## src/rtl/pme_pkg.sv

```systemverilog
package pme_pkg;
    typedef enum logic [1:0] {
        LOG_IDLE = 2'd0,
        LOG_ONE  = 2'd1,
        LOG_TWO  = 2'd2
    } log_state_e;

    localparam int unsigned ADDR_W     = 3;
    localparam logic [ADDR_W-1:0] REG_STATUS = 3'd0;
    localparam logic [ADDR_W-1:0] REG_INTC   = 3'd1;
    localparam logic [ADDR_W-1:0] REG_MSIC   = 3'd2;
    localparam logic [ADDR_W-1:0] REG_ROUTE  = 3'd3;
    localparam logic [ADDR_W-1:0] REG_RSTS   = 3'd4;

    localparam int unsigned IE_BIT     = 3;
    localparam int unsigned MSIE_BIT   = 0;
    localparam int unsigned SMI_EN_BIT = 0;
    localparam int unsigned SCI_EN_BIT = 1;
    localparam int unsigned SMI_ST_BIT = 0;
endpackage

```

## src/rtl/pme_log_fsm.sv

```systemverilog
module pme_log_fsm
    import pme_pkg::*;
#(
    parameter int unsigned ID_W = 16
) (
    input  logic            clk,
    input  logic            rst_n,
    input  logic            msg_valid,
    input  logic [ID_W-1:0] msg_id,
    input  logic            clr_pend,
    input  logic            clr_ovf,
    output logic            pending,
    output logic            overflow,
    output logic [ID_W-1:0] vis_id,
    output logic            log_event
);
    log_state_e      state_q, state_d;
    logic [ID_W-1:0] vis_q, vis_d;
    logic [ID_W-1:0] held_q, held_d;

    // state register
    always_ff @(posedge clk) begin
        if (!rst_n) begin
            state_q <= LOG_IDLE;
            vis_q   <= '0;
            held_q  <= '0;
        end else begin
            state_q <= state_d;
            vis_q   <= vis_d;
            held_q  <= held_d;
        end
    end

    // next state and event detection
    always_comb begin
        state_d   = state_q;
        vis_d     = vis_q;
        held_d    = held_q;
        log_event = 1'b0;
        unique case (state_q)
            LOG_IDLE: begin
                if (msg_valid) begin          // first-log
                    state_d   = LOG_ONE;
                    vis_d     = msg_id;
                    log_event = 1'b1;
                end
            end
            LOG_ONE: begin
                if (clr_pend && msg_valid) begin   // relog
                    vis_d     = msg_id;
                    log_event = 1'b1;
                end else if (clr_pend) begin       // drain
                    state_d = LOG_IDLE;
                    vis_d   = '0;
                end else if (msg_valid) begin      // hold
                    state_d = LOG_TWO;
                    held_d  = msg_id;
                end
            end
            LOG_TWO: begin
                if (clr_pend) begin
                    vis_d     = held_q;
                    log_event = 1'b1;
                    if (msg_valid) begin           // promote-and-hold
                        held_d = msg_id;
                    end else begin                 // promote
                        state_d = LOG_ONE;
                    end
                end else if (clr_ovf && !msg_valid) begin  // drop
                    state_d = LOG_ONE;
                end else if (msg_valid) begin      // overwrite
                    held_d = msg_id;
                end
            end
            default: begin
                state_d = LOG_IDLE;
            end
        endcase
    end

    // outputs
    always_comb begin
        pending  = (state_q != LOG_IDLE);
        overflow = (state_q == LOG_TWO);
        vis_id   = vis_q;
    end

    AST_FIRST_LOG: assert property (@(posedge clk) disable iff (!rst_n)
        (!pending && msg_valid) |=> (pending && !overflow && vis_id == $past(msg_id)));
    AST_HOLD_QUIET: assert property (@(posedge clk) disable iff (!rst_n)
        (pending && !overflow && msg_valid && !clr_pend) |=> (overflow && $stable(vis_id)));
    AST_PROMOTE: assert property (@(posedge clk) disable iff (!rst_n)
        (overflow && clr_pend) |=> (pending && vis_id == $past(held_q)));
    AST_RELOG: assert property (@(posedge clk) disable iff (!rst_n)
        (pending && !overflow && clr_pend && msg_valid) |=> (pending && !overflow && vis_id == $past(msg_id)));
endmodule

```

## src/rtl/pme_ctrl_regs.sv

```systemverilog
module pme_ctrl_regs
    import pme_pkg::*;
#(
    parameter int unsigned DATA_W = 32
) (
    input  logic              clk,
    input  logic              rst_n,
    input  logic              reg_wr,
    input  logic [ADDR_W-1:0] reg_addr,
    input  logic [DATA_W-1:0] reg_wdata,
    input  logic              log_event,
    output logic              ie,
    output logic              msie,
    output logic              smi_en,
    output logic              sci_en,
    output logic              sci_sts,
    output logic              smi_sts,
    output logic              ie_rise
);
    localparam int unsigned SCI_ST_BIT = DATA_W - 1;

    logic ie_q, msie_q, smi_en_q, sci_en_q, sci_q, smi_q;
    logic wr_intc, wr_msic, wr_route, wr_rsts;
    logic unused_wbits;

    assign unused_wbits = ^reg_wdata;

    always_comb begin
        wr_intc  = reg_wr && (reg_addr == REG_INTC);
        wr_msic  = reg_wr && (reg_addr == REG_MSIC);
        wr_route = reg_wr && (reg_addr == REG_ROUTE);
        wr_rsts  = reg_wr && (reg_addr == REG_RSTS);
        ie_rise  = wr_intc && reg_wdata[IE_BIT] && !ie_q;
    end

    always_ff @(posedge clk) begin
        if (!rst_n) begin
            ie_q     <= 1'b0;
            msie_q   <= 1'b0;
            smi_en_q <= 1'b0;
            sci_en_q <= 1'b0;
            sci_q    <= 1'b0;
            smi_q    <= 1'b0;
        end else begin
            if (wr_intc)  ie_q   <= reg_wdata[IE_BIT];
            if (wr_msic)  msie_q <= reg_wdata[MSIE_BIT];
            if (wr_route) begin
                smi_en_q <= reg_wdata[SMI_EN_BIT];
                sci_en_q <= reg_wdata[SCI_EN_BIT];
            end
            sci_q <= (sci_q && !(wr_rsts && reg_wdata[SCI_ST_BIT])) || (log_event && sci_en_q);
            smi_q <= (smi_q && !(wr_rsts && reg_wdata[SMI_ST_BIT])) || (log_event && smi_en_q);
        end
    end

    always_comb begin
        ie      = ie_q;
        msie    = msie_q;
        smi_en  = smi_en_q;
        sci_en  = sci_en_q;
        sci_sts = sci_q;
        smi_sts = smi_q;
    end

    AST_SCI_SET: assert property (@(posedge clk) disable iff (!rst_n)
        (log_event && sci_en) |=> sci_sts);
    AST_SMI_SET: assert property (@(posedge clk) disable iff (!rst_n)
        (log_event && smi_en) |=> smi_sts);
    AST_SMI_W1C: assert property (@(posedge clk) disable iff (!rst_n)
        (!log_event && wr_rsts && reg_wdata[SMI_ST_BIT]) |=> !smi_sts);
endmodule

```

## src/rtl/pme_irq_out.sv

```systemverilog
module pme_irq_out (
    input  logic clk,
    input  logic rst_n,
    input  logic log_event,
    input  logic pending,
    input  logic ie,
    input  logic msie,
    input  logic ie_rise,
    output logic irq_pin,
    output logic msi_pulse,
    output logic gpe_pulse
);
    logic msi_q, gpe_q;

    always_ff @(posedge clk) begin
        if (!rst_n) begin
            msi_q <= 1'b0;
            gpe_q <= 1'b0;
        end else begin
            msi_q <= msie && ((ie && log_event) || (ie_rise && pending));
            gpe_q <= log_event && !ie;
        end
    end

    always_comb begin
        irq_pin   = pending && ie && !msie;
        msi_pulse = msi_q;
        gpe_pulse = gpe_q;
    end

    AST_MSI_ROUTE: assert property (@(posedge clk) disable iff (!rst_n)
        (log_event && ie && msie) |=> msi_pulse);
    AST_GPE_ROUTE: assert property (@(posedge clk) disable iff (!rst_n)
        (log_event && !ie) |=> gpe_pulse);
    AST_IE_RISE: assert property (@(posedge clk) disable iff (!rst_n)
        (ie_rise && pending && msie) |=> msi_pulse);
    AST_PULSE_EXCL: assert property (@(posedge clk) disable iff (!rst_n)
        $onehot0({msi_pulse, gpe_pulse}));
endmodule

```

## src/rtl/pme_event_log.sv

```systemverilog
module pme_event_log
    import pme_pkg::*;
#(
    parameter int unsigned ID_W   = 16,
    parameter int unsigned DATA_W = 32
) (
    input  logic              clk,
    input  logic              rst_n,
    input  logic              msg_valid,
    input  logic [ID_W-1:0]   msg_id,
    input  logic              reg_wr,
    input  logic [ADDR_W-1:0] reg_addr,
    input  logic [DATA_W-1:0] reg_wdata,
    output logic [DATA_W-1:0] reg_rdata,
    output logic              irq_pin,
    output logic              msi_pulse,
    output logic              gpe_pulse,
    output logic              smi_out
);
    localparam int unsigned PEND_BIT   = ID_W;
    localparam int unsigned OVF_BIT    = ID_W + 1;
    localparam int unsigned SCI_ST_BIT = DATA_W - 1;

    logic            clr_pend, clr_ovf;
    logic            pending, overflow, log_event;
    logic [ID_W-1:0] vis_id;
    logic            ie, msie, smi_en, sci_en, sci_sts, smi_sts, ie_rise;

    always_comb begin
        clr_pend = reg_wr && (reg_addr == REG_STATUS) && reg_wdata[PEND_BIT];
        clr_ovf  = reg_wr && (reg_addr == REG_STATUS) && reg_wdata[OVF_BIT];
    end

    pme_log_fsm #(.ID_W(ID_W)) u_log (
        .clk       (clk),
        .rst_n     (rst_n),
        .msg_valid (msg_valid),
        .msg_id    (msg_id),
        .clr_pend  (clr_pend),
        .clr_ovf   (clr_ovf),
        .pending   (pending),
        .overflow  (overflow),
        .vis_id    (vis_id),
        .log_event (log_event)
    );

    pme_ctrl_regs #(.DATA_W(DATA_W)) u_regs (
        .clk       (clk),
        .rst_n     (rst_n),
        .reg_wr    (reg_wr),
        .reg_addr  (reg_addr),
        .reg_wdata (reg_wdata),
        .log_event (log_event),
        .ie        (ie),
        .msie      (msie),
        .smi_en    (smi_en),
        .sci_en    (sci_en),
        .sci_sts   (sci_sts),
        .smi_sts   (smi_sts),
        .ie_rise   (ie_rise)
    );

    pme_irq_out u_irq (
        .clk       (clk),
        .rst_n     (rst_n),
        .log_event (log_event),
        .pending   (pending),
        .ie        (ie),
        .msie      (msie),
        .ie_rise   (ie_rise),
        .irq_pin   (irq_pin),
        .msi_pulse (msi_pulse),
        .gpe_pulse (gpe_pulse)
    );

    always_comb begin
        reg_rdata = '0;
        unique case (reg_addr)
            REG_STATUS: begin
                reg_rdata[ID_W-1:0] = vis_id;
                reg_rdata[PEND_BIT] = pending;
                reg_rdata[OVF_BIT]  = overflow;
            end
            REG_INTC:  reg_rdata[IE_BIT] = ie;
            REG_MSIC:  reg_rdata[MSIE_BIT] = msie;
            REG_ROUTE: begin
                reg_rdata[SMI_EN_BIT] = smi_en;
                reg_rdata[SCI_EN_BIT] = sci_en;
            end
            REG_RSTS: begin
                reg_rdata[SCI_ST_BIT] = sci_sts;
                reg_rdata[SMI_ST_BIT] = smi_sts;
            end
            default: reg_rdata = '0;
        endcase
        smi_out = smi_sts;
    end

    AST_OVF_NEEDS_PEND: assert property (@(posedge clk) disable iff (!rst_n)
        (reg_rdata[OVF_BIT] && reg_addr == REG_STATUS) |-> reg_rdata[PEND_BIT]);
endmodule

```

## config.mk

```make
export PLATFORM = sky130hd
export DESIGN_NAME = pme_event_log
export DESIGN_NICKNAME = d
export VERILOG_FILES = /design/src/rtl/pme_pkg.sv /design/src/rtl/pme_log_fsm.sv /design/src/rtl/pme_ctrl_regs.sv /design/src/rtl/pme_irq_out.sv /design/src/rtl/pme_event_log.sv
export SDC_FILE = /design/constraint.sdc
export NUM_CORES = 1
export LEC_CHECK = 0
export BUFFER_PORTS_ARGS = -buffer_cell sky130_fd_sc_hd__buf_2
export CORE_ASPECT_RATIO = 1.25
export CORE_MARGIN = 5
export CORE_UTILIZATION = 45
export CTS_BUF_LIST = sky130_fd_sc_hd__clkbuf_4 sky130_fd_sc_hd__clkbuf_8
export DETAILED_ROUTE_END_ITERATION = 16
export PLACE_DENSITY_LB_ADDON = 0.2
export SLEW_MARGIN = 20
export SYNTH_ARGS = -nofsm -noshare
export SYNTH_HDL_FRONTEND = slang
export SYNTH_HIERARCHICAL = 1
export SYNTH_SLANG_ARGS = --single-unit
```

## constraint.sdc

```tcl
create_clock -name clk -period 2.6 [get_ports clk]
set_input_delay 0 -clock clk [delete_from_list [all_inputs] [get_ports clk]]
set_output_delay 0 -clock clk [all_outputs]
set_load 0.02 [all_outputs]
```

### Yosys cells after proc, flatten, opt, wreduce, memory -nomap -nowiden

Cells that the tools add are included.

* equality and inequality tests: 15
* mux-type cells: 29
* reductions and logical operators: 39

Operators with widths (number)
* $mux 16: 9
* $pmux 16 s3: 1
* $pmux 16 s2: 1
* $logic_and 1x1->1: 23
* $mux 14: 1
* $mux 2: 7
* $reduce_and 4->1: 2
* $eq 3x2->1 const B: 2
* $ne 2x2->1 const B: 3
* $ne 3x1->1 const B: 2
* $ne 3x2->1 const B: 2
* $pmux 2 s3: 1
* $logic_not 1->1: 5
* $mux 1: 5
* $reduce_and 5->1: 1
* $pmux 1 s2: 2
* $pmux 1 s4: 1
* $reduce_bool 2->1: 2
* $eq 3x1->1 const B: 1
* $eq 3x3->1 const B: 1
* $logic_not 3->1: 1
* $logic_or 1x1->1: 3
* $ne 3x3->1 const B: 1
* $pmux 1 s3: 1
* other kinds (5): 5

* register bits: 42
* bits of input ports: 55
* output and inout bits: 36
* logic and storage cells: 94

### Depth between registers and ports, before layout

Gate-level depths: netlist of run 1.

* depth in word-level cells: 9
* depth in mapped cells: 10

### Cells and area by module

The synthesis of run 1 kept the hierarchy.

Modules (own cells, without submodules)
* pme_log_fsm: instances 1, cells each 181, area each 1695.4 sq um, sequential area each 680.7 sq um
* pme_event_log: instances 1, cells each 45, area each 344.1 sq um, sequential area each 0.0 sq um
* pme_ctrl_regs: instances 1, cells each 30, area each 284.0 sq um, sequential area each 120.1 sq um
* pme_irq_out: instances 1, cells each 9, area each 70.1 sq um, sequential area each 40.0 sq um

### Least setup slack after synthesis of run 1

No wires, ideal clock.

* path type: register to register
* from: reg u_log.state_q[0]
* to: reg u_log.vis_q[10] (netlist: u_log/vis_id[10])
* library setup time: 0.119 ns
* arrival time: 1.640 ns
* slack: 0.841 ns
* stages on the path, launching flop included: 8
* buffers on the path: 1
* period minus slack after synthesis: 1.759 ns
* path through: dfxtp_1 -> inv_1 -> ha_1 -> or3_4 -> o21ai_2 -> a21oi_2 -> buf_6 -> o221a_1

* word-level cells in the longest chain between the ends: 3

Ends and longest elaborated chain
* start, declared: RTL line pme_log_fsm.sv:17 `log_state_e state_q, state_d;`
* start signal, assigned: RTL line pme_log_fsm.sv:28 `state_q <= state_d;`
* $eq 2x1->1, or another cell as far along: RTL line pme_log_fsm.sv:40 `unique case (state_q)`
* $ne 3x1->1 (no line), or another cell as far along
* $reduce_and 4->1 (no line)
* end signal, assigned: RTL line pme_log_fsm.sv:29 `vis_q <= vis_d;`
* end, declared: RTL line pme_log_fsm.sv:18 `logic [ID_W-1:0] vis_q, vis_d;`

Several ways; a longest one is shown, not always the timed one.
A chain may end at the register's enable or synchronous reset.

### Final worst setup path of run 1

* from: reg u_log.state_q[0]
* to: reg u_regs.sci_q (netlist: u_regs/sci_sts)

* word-level cells in the longest chain between the ends: 4

Ends and longest elaborated chain
* $eq 2x2->1, or another cell as far along: RTL line pme_log_fsm.sv:40
* $pmux 1 s3 *: RTL line pme_log_fsm.sv:40
* via log_event: RTL line pme_event_log.sv:25 `logic pending, overflow, log_event;`
* $logic_and 1x1->1 *: RTL line pme_ctrl_regs.sv:51 `sci_q <= (sci_q && !(wr_rsts && reg_wdata[SCI_ST_BIT])) || (log_event && sci_en_q);`
* $logic_or 1x1->1 *: RTL line pme_ctrl_regs.sv:51
* end signal, assigned: RTL line pme_ctrl_regs.sv:51
* end, declared: RTL line pme_ctrl_regs.sv:22 `logic ie_q, msie_q, smi_en_q, sci_en_q, sci_q, smi_q;`

The timed path passes the listed nets; every way through them passes the cells marked *.

==> results by group, run 1 <==
Synth
  – Ys Warns: 6
  – Ys async rst share: 0%
  – Yosys reg bits: 42
  – Post-synthesis instance total: 265
  – Yosys top cell by area: dfxtp_1
  – Count leader, synth: nand2_1
  – Synth area leaders: dfxtp_1 35%, nand2_1 7.4%, o221a_1 7.1%
  – Synth cell count leaders: 47 x nand2_1, 42 x dfxtp_1, 17 x and3_1
  – Number of flops mapped to enable cells by yosys: 0
  – Primary FF master, synth: dfxtp_1
  – Mean post-synth cell area: 9.03 um2
  – Synth cell types: 50
  – Sequential area share after synthesis: 35.1%
  – Synth top area share: 35.1%
  – Synthesized area: 2390 um2

Drt
  – WL met1: 2.50 mm
  – Residual DRC: 0
  – Final ANT Viol Nets: 0
  – Total Wirelength: 5.57 mm
  – DR WL/cell: 14.2 um
  – Initial DRT Pass Iterations: 4
  – Top layer in use: met4
  – Initial drt markers: 79
  – Wire length on met2: 2.74 mm
  – Routed vias: 2056
  – Vias per Instance: 5.24
  – Met3 WL: 310 um

STA
  – Peak Freq: 472 MHz
  – Setup ws final: 0.480 ns
  – Final worst path period share: 81.5%
  – RSZ-0062 raised after global routing: false
  – Slew Limit Fails: 0
  – Final setup viols: 0
  – Tmin final: 2.12 ns
  – Rel. slew slack: 48.1%
  – Worst Max-Slew Pin Slew: 0.778 ns
  – Worst Clk Skew: 0.00242 ns
  – Setup TNS Final: 0 ns
  – Final Hold Violating Endpoints: 0

Place
  – Placement Setup Slack: 0.507 ns
  – HPWL Detailed: 3.69 mm
  – GPL Wtd Cong: 0.811
  – Placed cells: 365
  – Port Buffers: 51

Critical path
  – Arrival time of the worst setup path: 2.31 ns
  – Worst Setup End Kind: register
  – Max Fanout on Critical Path: 18
  – Worst EP required: 2.79 ns
  – WS Path Type: register to register
  – Startpoint types: register

Global route
  – GR Overflow Total: 0
  – Largest net degree at the start of global routing: 46
  – Antenna violations before repair: 0
  – Gr usage total: 16.4%
  – First-pass GRT wire length: 8.96 mm
  – Vias in the first global route: 1882

Status
  – Outcome: finished clean

Clock network
  – CTS buffer count: 5
  – CTS tree: yes
  – Sink Count: 42
  – Clock Latency Late Sink: 0.29 ns
  – Post CTS Setup Buffer Count: 0
  – CTS H-Tree Depth: 2
  – Root Driver: clkbuf_8
  – CTS clk-pin slew, worst paths: 0.08 ns
  – Longest Clk Path Bufs: 2

Power and ir drop
  – Leak: 0.00136 uW
  – Worst ir drop on vdd: 426 uV
  – Pwr dens: 651 nW/um2

Finish
  – Antenna fix cells: 0
  – Non-Filler Instances: 392
  – Final Net Count: 391
  – Filler cells: 510
  – Area grow syn2layout: 21.7%
  – Share of layout cells above drive strength 1: 28.8%

Floorplan
  – Row count: 29
  – Core area: 5120 um2
  – Chip Height: 91.5 um
  – Num ports: 91
  – Die Width: 75.2 um
  – Initial Util: 46.8%
  – Die area: 6890 um2

Min path
  – Worst Hold Class: input pin to register

Flow run
  – Max_cap viols: 0
what timing repair did:
action,4_1_cts,5_1_grt
gates resized for setup,0,0
hold buffers,20,0
endpoints found under the hold margin,22,0
through the flow:
step / total power, uW / area, um2 / utilization, % / hold slack, ns
2_1_floorplan: 1240 / 2440 / - / 0.0769
3_3_place_gp: 1350 / 2600 / 50.8 / 0.203
3_5_place_dp: 1360 / 2600 / 50.8 / 0.223
4_1_cts: 1910 / 2910 / 57.0 / 0.0983
5_1_grt: 2000 / 2910 / 57.0 / 0.128
6_report: 1900 / 2910 / 57.0 / 0.109
worst max-delay path, stage by stage, from the launching register on:
cell      delay [ns]
dfxtp_1         0.35
inv_1           0.13
ha_1            0.58
nand2_1         0.11
a21oi_1         0.44
a21oi_1         0.13
a311oi_1        0.28
power breakdown:
group,switching [uW],internal (uW)
Combinational,326,251
Sequential,52.7,741
Clock,219,307
Total,598,1300
path summary, 6_finish.rpt:
path,startpoint,to,slack [ns],cells past startpoint
worst min-delay path,reg_wr,u_regs/sci_en$_SDFFE_PN0P_,0.11,3
worst max-delay path,u_log/state_q[0]$_SDFFE_PN0P_,u_regs/sci_sts$_SDFF_PN0_,0.48,6
worst min register to register,u_log/held_q[15]$_SDFFE_PN0P_,u_log/held_q[15]$_SDFFE_PN0P_,0.45,2
worst max register to register,u_log/state_q[0]$_SDFFE_PN0P_,u_regs/sci_sts$_SDFF_PN0_,0.48,6
layer usage:
metal	vias up	global-route usage [%]
met4	0	4.52
met5	-	0
met1	973	21.0
met2	42	27.3
met3	2	3.65
li1	1039	-
logic make-up (layout without fill, tap and decap cells):
kind of cell               Yosys count  count (layout)  share of synthesized area [%]
and+or+nand+nor                    105             105                           24.4
AOI/OAI and AO/OA                   68              68                           24.5
DFF                                 42              42                           35.1
buffers and inverters               35              88                           9.46
muxes                                7               7                           2.93
adders and majority gates            6               6                           3.14
other                                1              13                          0.157
xor gates and xnor gates             1               1                          0.366
cell usage in the layout (no fill, tap or decap), drive strengths merged:
cell,count
o221a,16
buf,56
ha,6
nand2b,3
or3b,1
or2b,2
dlygate4sd3,20
a21oi,5
and3,19
nand3,1
or3,1
bufinv,1
o32ai,1
dfxtp,42
o41ai,1
o211ai,2
nor2,7
o21a,1
a21boi,16
a22oi,2
nor3,3
mux2i,7
a21o,16
and4bb,3
and2,16
nand2,47
clkbuf,6
xnor2,1
nand4b,1
a311oi,2
conb,13
inv,5
and3b,1
o21ai,5
a211o,1
cell type report:
type / instances / area, um2 / share of cell area (%)
Clock buffer: 6 / 82.6 / 2.83
Clock inverter: 1 / 30.0 / 1.03
Inverter: 5 / 18.8 / 0.644
Multi-Input combinational cell: 200 / 1370 / 47.1
Sequential cell: 42 / 841 / 28.9
Tap cell: 62 / 77.6 / 2.66
Timing Repair Buffer: 76 / 493 / 16.9
Power figures use the tool's default switching activity.
==> run 2, diff against run 1 <==
--- a/config.mk
+++ b/config.mk
@@ -5,6 +5,7 @@
 export SDC_FILE = /design/constraint.sdc
 export NUM_CORES = 1
 export LEC_CHECK = 0
+export ABC_AREA = 1
 export BUFFER_PORTS_ARGS = -buffer_cell sky130_fd_sc_hd__buf_2
 export CORE_ASPECT_RATIO = 1.25
 export CORE_MARGIN = 5
==> constraint.sdc (replaced) <==
create_clock -name clk -period 1.9 [get_ports clk]
set_input_delay 0 -clock clk [delete_from_list [all_inputs] [get_ports clk]]
set_output_delay 0 -clock clk [all_outputs]
set_load 0.02 [all_outputs]
==> results by group, run 2 <==
Clock network
  – CTS tree: yes
  – Sink Count: 42 (unchanged)
  – CTS clk-pin slew, worst paths: 0.08 ns (about the same)
  – CTS H-Tree Depth: 2 (unchanged)
  – Root Driver: clkbuf_8
  – Longest Clk Path Bufs: 2 (unchanged)
  – Post CTS Setup Buffer Count: 0 (unchanged)
  – CTS buffer count: 5 (unchanged)
  – Clock Latency Late Sink: 0.28 ns (about the same)

Critical path
  – Arrival time of the worst setup path: 1.87 ns (-0.44 ns)
  – Worst EP required: 2.08 ns (-0.71 ns)
  – Worst Setup End Kind: register
  – Crit Reg-Reg Startpoint: u_log/state_q[0]$_SDFFE_PN0P_
  – Max Fanout on Critical Path: 16 (-2)
  – Setup crit end: u_log/vis_id[13]$_SDFFE_PN0P_
  – Startpoint types: register
  – CP startpoint: u_log/state_q[0]$_SDFFE_PN0P_
  – Depth of the most critical reg-to-reg path: 8 (+2)
  – FF-to-FF End: u_log/vis_id[13]$_SDFFE_PN0P_
  – WS Path Type: register to register
  – Reg2Reg Setup Slack: 0.21 ns (-0.27 ns)

STA
  – RSZ-0062 raised after global routing: false
  – Peak Freq: 592 MHz (+25%)
  – Final worst path period share: 88.9% (+7.4 points)
  – Final setup viols: 0 (unchanged)
  – Setup TNS Final: 0 ns (unchanged)
  – Slew Limit Fails: 0 (unchanged)
  – Worst Clk Skew: 0.00559 ns (+0.00317 ns)
  – Final Hold Violating Endpoints: 0 (unchanged)
  – Tmin final: 1.69 ns (-0.431 ns)

Flow run
  – Max_cap viols: 0 (unchanged)

Global route
  – Largest net degree at the start of global routing: 33 (-28%)
  – Antenna violations before repair: 0 (unchanged)
  – First-pass GRT wire length: 9.12 mm (+1.8%)
  – Gr usage total: 15.3% (-1.2 points)
  – Vias in the first global route: 2079 (+10%)
  – GR Overflow Total: 0 (unchanged)

Finish
  – Area grow syn2layout: 14.3%
  – Share of layout cells above drive strength 1: 17.1% (-12 points)
  – Commonest cells after routing, fill and taps aside: 114 x nand2_1, 68 x inv_1, 65 x nor2_1, 51 x buf_2, 42 x dfxtp_1
  – Final Net Count: 509 (+30%)
  – Cell area after layout: 2820 um2 (-3.1%)
  – Antenna fix cells: 0 (unchanged)
  – Non-Filler Instances: 513 (+31%)
  – Most common cell after layout, fill and taps aside: nand2_1

Synth
  – Synth cell types: 27 (-46%)
  – Ys async rst share: 0% (unchanged)
  – Yosys reg bits: 42 (unchanged)
  – Synth cell count leaders: 114 x nand2_1, 69 x inv_1, 65 x nor2_1
  – Number of flops mapped to enable cells by yosys: 0 (unchanged)
  – Synthesized area: 2470 um2 (+3.1%)
  – Yosys top cell by area: dfxtp_1
  – Ys Warns: 6 (unchanged)
  – Primary FF master, synth: dfxtp_1
  – Synth top area share: 34.1% (-1.1 points)
  – Count leader, synth: nand2_1
  – Mean post-synth cell area: 6.25 um2 (-31%)
  – Sequential area share after synthesis: 34.1% (-1.1 points)
  – Post-synthesis instance total: 395 (+49%)
  – Synth area leaders: dfxtp_1 34%, nand2_1 17%, inv_1 10%

Drt
  – Final ANT Viol Nets: 0 (unchanged)
  – Residual DRC: 0 (unchanged)
  – Initial drt markers: 118 (+49%)
  – Vias per Instance: 4.47 (-15%)
  – DR WL/cell: 10.4 um (-27%)
  – Total Wirelength: 5.33 mm (-4.4%)
  – Routed vias: 2293 (+12%)
  – Initial DRT Pass Iterations: 4 (unchanged)

Floorplan
  – Die area: 7080 um2 (+2.8%)
  – Die Width: 76.2 um (+1.3%)
  – Initial Util: 46.0% (-0.79 points)
  – Num ports: 91 (unchanged)
  – Core area: 5370 um2 (+4.9%)
  – Row count: 30 (+3.4%)
  – Chip Height: 92.8 um (+1.4%)

Status
  – Outcome: finished clean

Power and ir drop
  – Pwr Total: 3590 uW (+89%)
  – Reg power frac: 35.0% (-6.8 points)
  – Net Switching: 1550 uW (+160%)
  – Combinational share of power: 48.4% (+18 points)
  – P_int: 2030 uW (+56%)
  – Pwr dens: 1270 nW/um2 (+95%)
  – Worst ir drop on vdd: 783 uV (+84%)
  – Leak: 0.00149 uW (+9.4%)
  – Clock Power Share: 16.6% (-11 points)
  – Sw frac: 43.3% (+12 points)

Place
  – Placed cells: 504 (+38%)
  – Port Buffers: 51 (unchanged)
  – GPL Wtd Cong: 0.810 (-0.18%)
  – HPWL Detailed: 3.89 mm (+5.4%)
  – Dpl cell area: 2710 um2 (+4.2%)

Min path
  – Worst Hold Class: input pin to register
## run 2: critical path: stages, from the launching register on
cell,delay [ns]
dfxtp_1,0.41
inv_1,0.11
ha_1,0.33
nand2_1,0.12
clkinvlp_4,0.29
nand2_1,0.13
nand2_1,0.06
nor2_1,0.09
nor2_1,0.05
## run 2: worst min-delay path by stage
stage	startpoint	endpoint	slack, ns	cells after the start
after floorplan	rst_n	u_irq/gpe_pulse$_SDFF_PN0_	0.12	2
after global placement	msg_id[11]	u_log/held_q[11]$_SDFFE_PN0P_	0.30	3
after detailed placement	reg_wdata[1]	u_regs/sci_en$_SDFFE_PN0P_	0.30	3
after CTS	reg_wdata[3]	u_regs/ie$_SDFFE_PN0P_	0.004	3
after global routing	msg_id[5]	u_log/held_q[5]$_SDFFE_PN0P_	0.03	3
final	msg_id[4]	u_log/held_q[4]$_SDFFE_PN0P_	0.003	3
## run 2: repair_timing
item | CTS | global route
setup endpoints to repair | 0 | 11
resized for setup | 0 | 2
endpoints found under the hold margin | 1 | 0
hold buffers | 1 | 0
## run 2: power by group through the flow
| stage | clock network, uW | logic, uW | registers [uW] |
|---|---|---|---|
| 6_report | 596 | 1740 | 1250 |
| 5_1_grt | 648 | 2050 | 1290 |
| 4_1_cts | 618 | 1730 | 1260 |
| 3_5_place_dp | 0 | 1720 | 1280 |
| 3_3_place_gp | 0 | 1700 | 1270 |
| 2_1_floorplan | 0 | 1490 | 1260 |
## run 2: metrics by stage
step                      hold WS, ns  utilization [%]  setup slack [ns]
after floorplan                 0.121                -             0.460
after global placement          0.298             50.5             0.211
after detailed placement        0.298             50.5             0.181
after CTS                     0.00357             52.4             0.170
final                         0.00291             52.6             0.211
after global routing           0.0294             52.6            0.0187
## run 2: cells by family (layout without fill, tap and decap cells)
group	Yosys count	after routing	share of synthesized area, %
buffers and inverters	95	137	18.9
other	1	13	0.152
and+or+nand+nor	209	209	35.1
adders and majority gates	6	6	3.04
DFF	42	42	34.1
AOI/OAI and AO/OA	42	42	8.72
## run 2: cell type report
cell class | instances | area [um2]
clock buffer | 7 | 90.1
clock inverter | 1 | 5.00
fill | 563 | 2540
inverter | 70 | 267
multi-input combinational | 270 | 1210
sequential | 42 | 841
tap | 64 | 80.1
timing repair buffer | 59 | 334
## run 2: routing by layer
metal	track usage (%)	share of wire (%)	vias to the layer above
met4	3.50	0.96	0
li1	-	-	1261
met1	17.7	44	979
met5	0	0	-
met3	3.70	5.4	5
met2	28.1	49	48
==> run 3, diff against run 2 <==
--- a/config.mk
+++ b/config.mk
@@ -5,7 +5,6 @@
 export SDC_FILE = /design/constraint.sdc
 export NUM_CORES = 1
 export LEC_CHECK = 0
-export ABC_AREA = 1
 export BUFFER_PORTS_ARGS = -buffer_cell sky130_fd_sc_hd__buf_2
 export CORE_ASPECT_RATIO = 1.25
 export CORE_MARGIN = 5
==> results by group, run 3 (synthesis results as in run 1) <==
STA
  – Slew Limit Fails: 0 (unchanged)
  – Final worst path period share: 96.0% (+7.1 points)
  – Tmin final: 1.82 ns (+0.135 ns)
  – RSZ-0062 raised after global routing: false
  – Setup ws final: 0.0758 ns (-0.135 ns)
  – Final setup viols: 0 (unchanged)
  – Worst Max-Slew Pin Slew: 0.709 ns
  – Peak Freq: 548 MHz (-7.4%)
  – Final Hold Violating Endpoints: 0 (unchanged)
  – Worst Clk Skew: 0.00256 ns (-0.00303 ns)
  – Rel. slew slack: 52.7%

Floorplan
  – Initial Util: 46.8% (+0.79 points)
  – Row count: 29 (-3.3%)
  – Die Width: 75.2 um (-1.3%)
  – Chip Height: 91.5 um (-1.4%)
  – Num ports: 91 (unchanged)
  – Core area: 5120 um2 (-4.7%)
  – Die area: 6890 um2 (-2.7%)

Clock network
  – Root Driver: clkbuf_8
  – Clock Latency Late Sink: 0.28 ns (about the same)
  – CTS H-Tree Depth: 2 (unchanged)
  – CTS tree: yes
  – Longest Clk Path Bufs: 2 (unchanged)
  – CTS buffer count: 5 (unchanged)
  – Sink Count: 42 (unchanged)
  – Post CTS Setup Buffer Count: 0 (unchanged)
  – CTS clk-pin slew, worst paths: 0.07 ns (about the same)

Finish
  – Share of layout cells above drive strength 1: 33.3% (+16 points)
  – Antenna fix cells: 0 (unchanged)
  – Non-Filler Instances: 407 (-21%)
  – Cell area after layout: 3050 um2 (+8.0%)
  – Commonest cells after routing, fill and taps aside: 51 x buf_2, 47 x nand2_1, 40 x dfxtp_1, 20 x dlygate4sd3_1, 18 x buf_4
  – Util after Layout: 59.6% (+7.0 points)
  – Area grow syn2layout: 27.4%
  – Final Net Count: 406 (-20%)
  – Most common cell after layout, fill and taps aside: buf_2

Global route
  – Vias in the first global route: 2116 (+1.8%)
  – First-pass GRT wire length: 9.67 mm (+6.1%)
  – Gr usage total: 17.6% (+2.3 points)
  – GR Overflow Total: 0 (unchanged)
  – Antenna violations before repair: 0 (unchanged)
  – Largest net degree at the start of global routing: 44 (+33%)

Drt
  – Residual DRC: 0 (unchanged)
  – Vias per Instance: 5.25 (+17%)
  – Routed vias: 2136 (-6.8%)
  – Initial DRT Pass Iterations: 4 (unchanged)
  – DR WL/cell: 14.9 um (+43%)
  – Total Wirelength: 6.05 mm (+14%)
  – Final ANT Viol Nets: 0 (unchanged)
  – Initial drt markers: 104 (-12%)

Critical path
  – Crit path max-delay cell type: or3_4
  – Crit-path cells: inv_1 -> buf_4 -> ha_2 -> or3_4 -> o21ai_2 -> a21oi_4 -> o221a_2
  – FF-to-FF End: u_log/vis_id[2]$_SDFFE_PN0P_
  – Worst EP required: 2.08 ns (about the same)
  – Startpoint types: register
  – Crit Reg-Reg Startpoint: u_log/state_q[0]$_SDFFE_PN0P_
  – Max Fanout on Critical Path: 16 (unchanged)
  – WS Path Type: register to register
  – Worst Setup End Kind: register
  – Reg2Reg Setup Slack: 0.08 ns (-0.13 ns)
  – Arrival time of the worst setup path: 2.01 ns (+0.14 ns)
  – Depth of the most critical reg-to-reg path: 7 (-1)
  – Max incr delay on CP: 0.45 ns (+0.04 ns)

Place
  – Port Buffers: 51 (unchanged)
  – Placement Setup Slack: -0.101 ns (-0.282 ns)
  – GPL Wtd Cong: 0.792 (-2.1%)
  – Dpl cell area: 2720 um2 (+0.32%)
  – Placed cells: 379 (-25%)
  – HPWL Detailed: 4.01 mm (+3.0%)

Power and ir drop
  – Pwr Total: 2550 uW (-29%)
  – Leak: 0.00142 uW (-4.3%)
  – Pwr dens: 837 nW/um2 (-34%)
  – Worst ir drop on vdd: 462 uV (-41%)

Min path
  – Worst Hold Class: input pin to register
  – Hold path start: reg_wr
  – Hold worst-path end: u_regs/sci_en$_SDFFE_PN0P_
  – Worst hold stages: 3 (unchanged)

Flow run
  – Max_cap viols: 0 (unchanged)

Status
  – Outcome: finished clean
## run 3: worst max path at each step
stage	startpoint	to	slack, ns	cells after the start
6_report	u_log/state_q[0]$_SDFFE_PN0P_	u_log/vis_id[2]$_SDFFE_PN0P_	0.08	7
4_1_cts	u_log/state_q[0]$_SDFFE_PN0P_	u_log/vis_id[13]$_SDFFE_PN0P_	0.002	7
3_5_place_dp	u_log/state_q[1]$_SDFFE_PN0P_	u_log/vis_id[13]$_SDFFE_PN0P_	-0.10	6
2_1_floorplan	u_log/state_q[0]$_SDFFE_PN0P_	u_log/vis_id[10]$_SDFFE_PN0P_	0.14	7
3_3_place_gp	u_log/state_q[0]$_SDFFE_PN0P_	u_log/vis_id[2]$_SDFFE_PN0P_	0.004	6
5_1_grt	u_log/state_q[1]$_SDFFE_PN0P_	u_regs/sci_sts$_SDFF_PN0_	0.002	9
## run 3: what timing repair did
| action | in CTS | in global routing |
|---|---|---|
| hold endpoints to repair | 21 | 0 |
| resized for setup | 2 | 6 |
| cloned | 0 | 1 |
| endpoints found under the setup margin | 16 | 18 |
| hold buffers | 20 | 0 |
| pin swaps | 0 | 1 |
## run 3: critical path, delay by kind of cell, from the launching register on
kind	cells	cell delay, ns
adders and majority gates	1	0.21
AOI/OAI and AO/OA	3	0.52
DFF	1	0.35
buffers and inverters	2	0.19
and+or+nand+nor	1	0.45
## run 3: area by class of cell
| cell class | count | area, um2 |
|---|---|---|
| Fill cell | 479 | 2070 |
| Multi-Input combinational cell | 201 | 1420 |
| Sequential cell | 42 | 843 |
| Timing Repair Buffer | 90 | 611 |
| Clock buffer | 7 | 83.8 |
| Tap cell | 62 | 77.6 |
| Inverter | 5 | 18.8 |
## run 3: per-stage QoR
stage	TNS, ns	hold WS, ns
after floorplan	0	0.0769
after global placement	0	0.204
after detailed placement	-1.35	0.220
after CTS	0	0.119
after global routing	0	0.133
final	0	0.132
## run 3: where the power goes
part           total, uW  internal (uW)  switching [uW]
clock                565            282             283
sequential          1080           1020            67.8
combinational        903            407             496
total               2550           1700             847
## run 3: metal layers
layer / global-route usage, % / part of all wire [%] / vias up / wire length, um
met2: 31.2 / 50 / 62 / 3030
met1: 21.4 / 43 / 996 / 2570
met4: 4.81 / 1.0 / 0 / 62
met3: 2.98 / 6.4 / 5 / 384
li1: - / - / 1073 / -
met5: 0 / 0 / - / 0
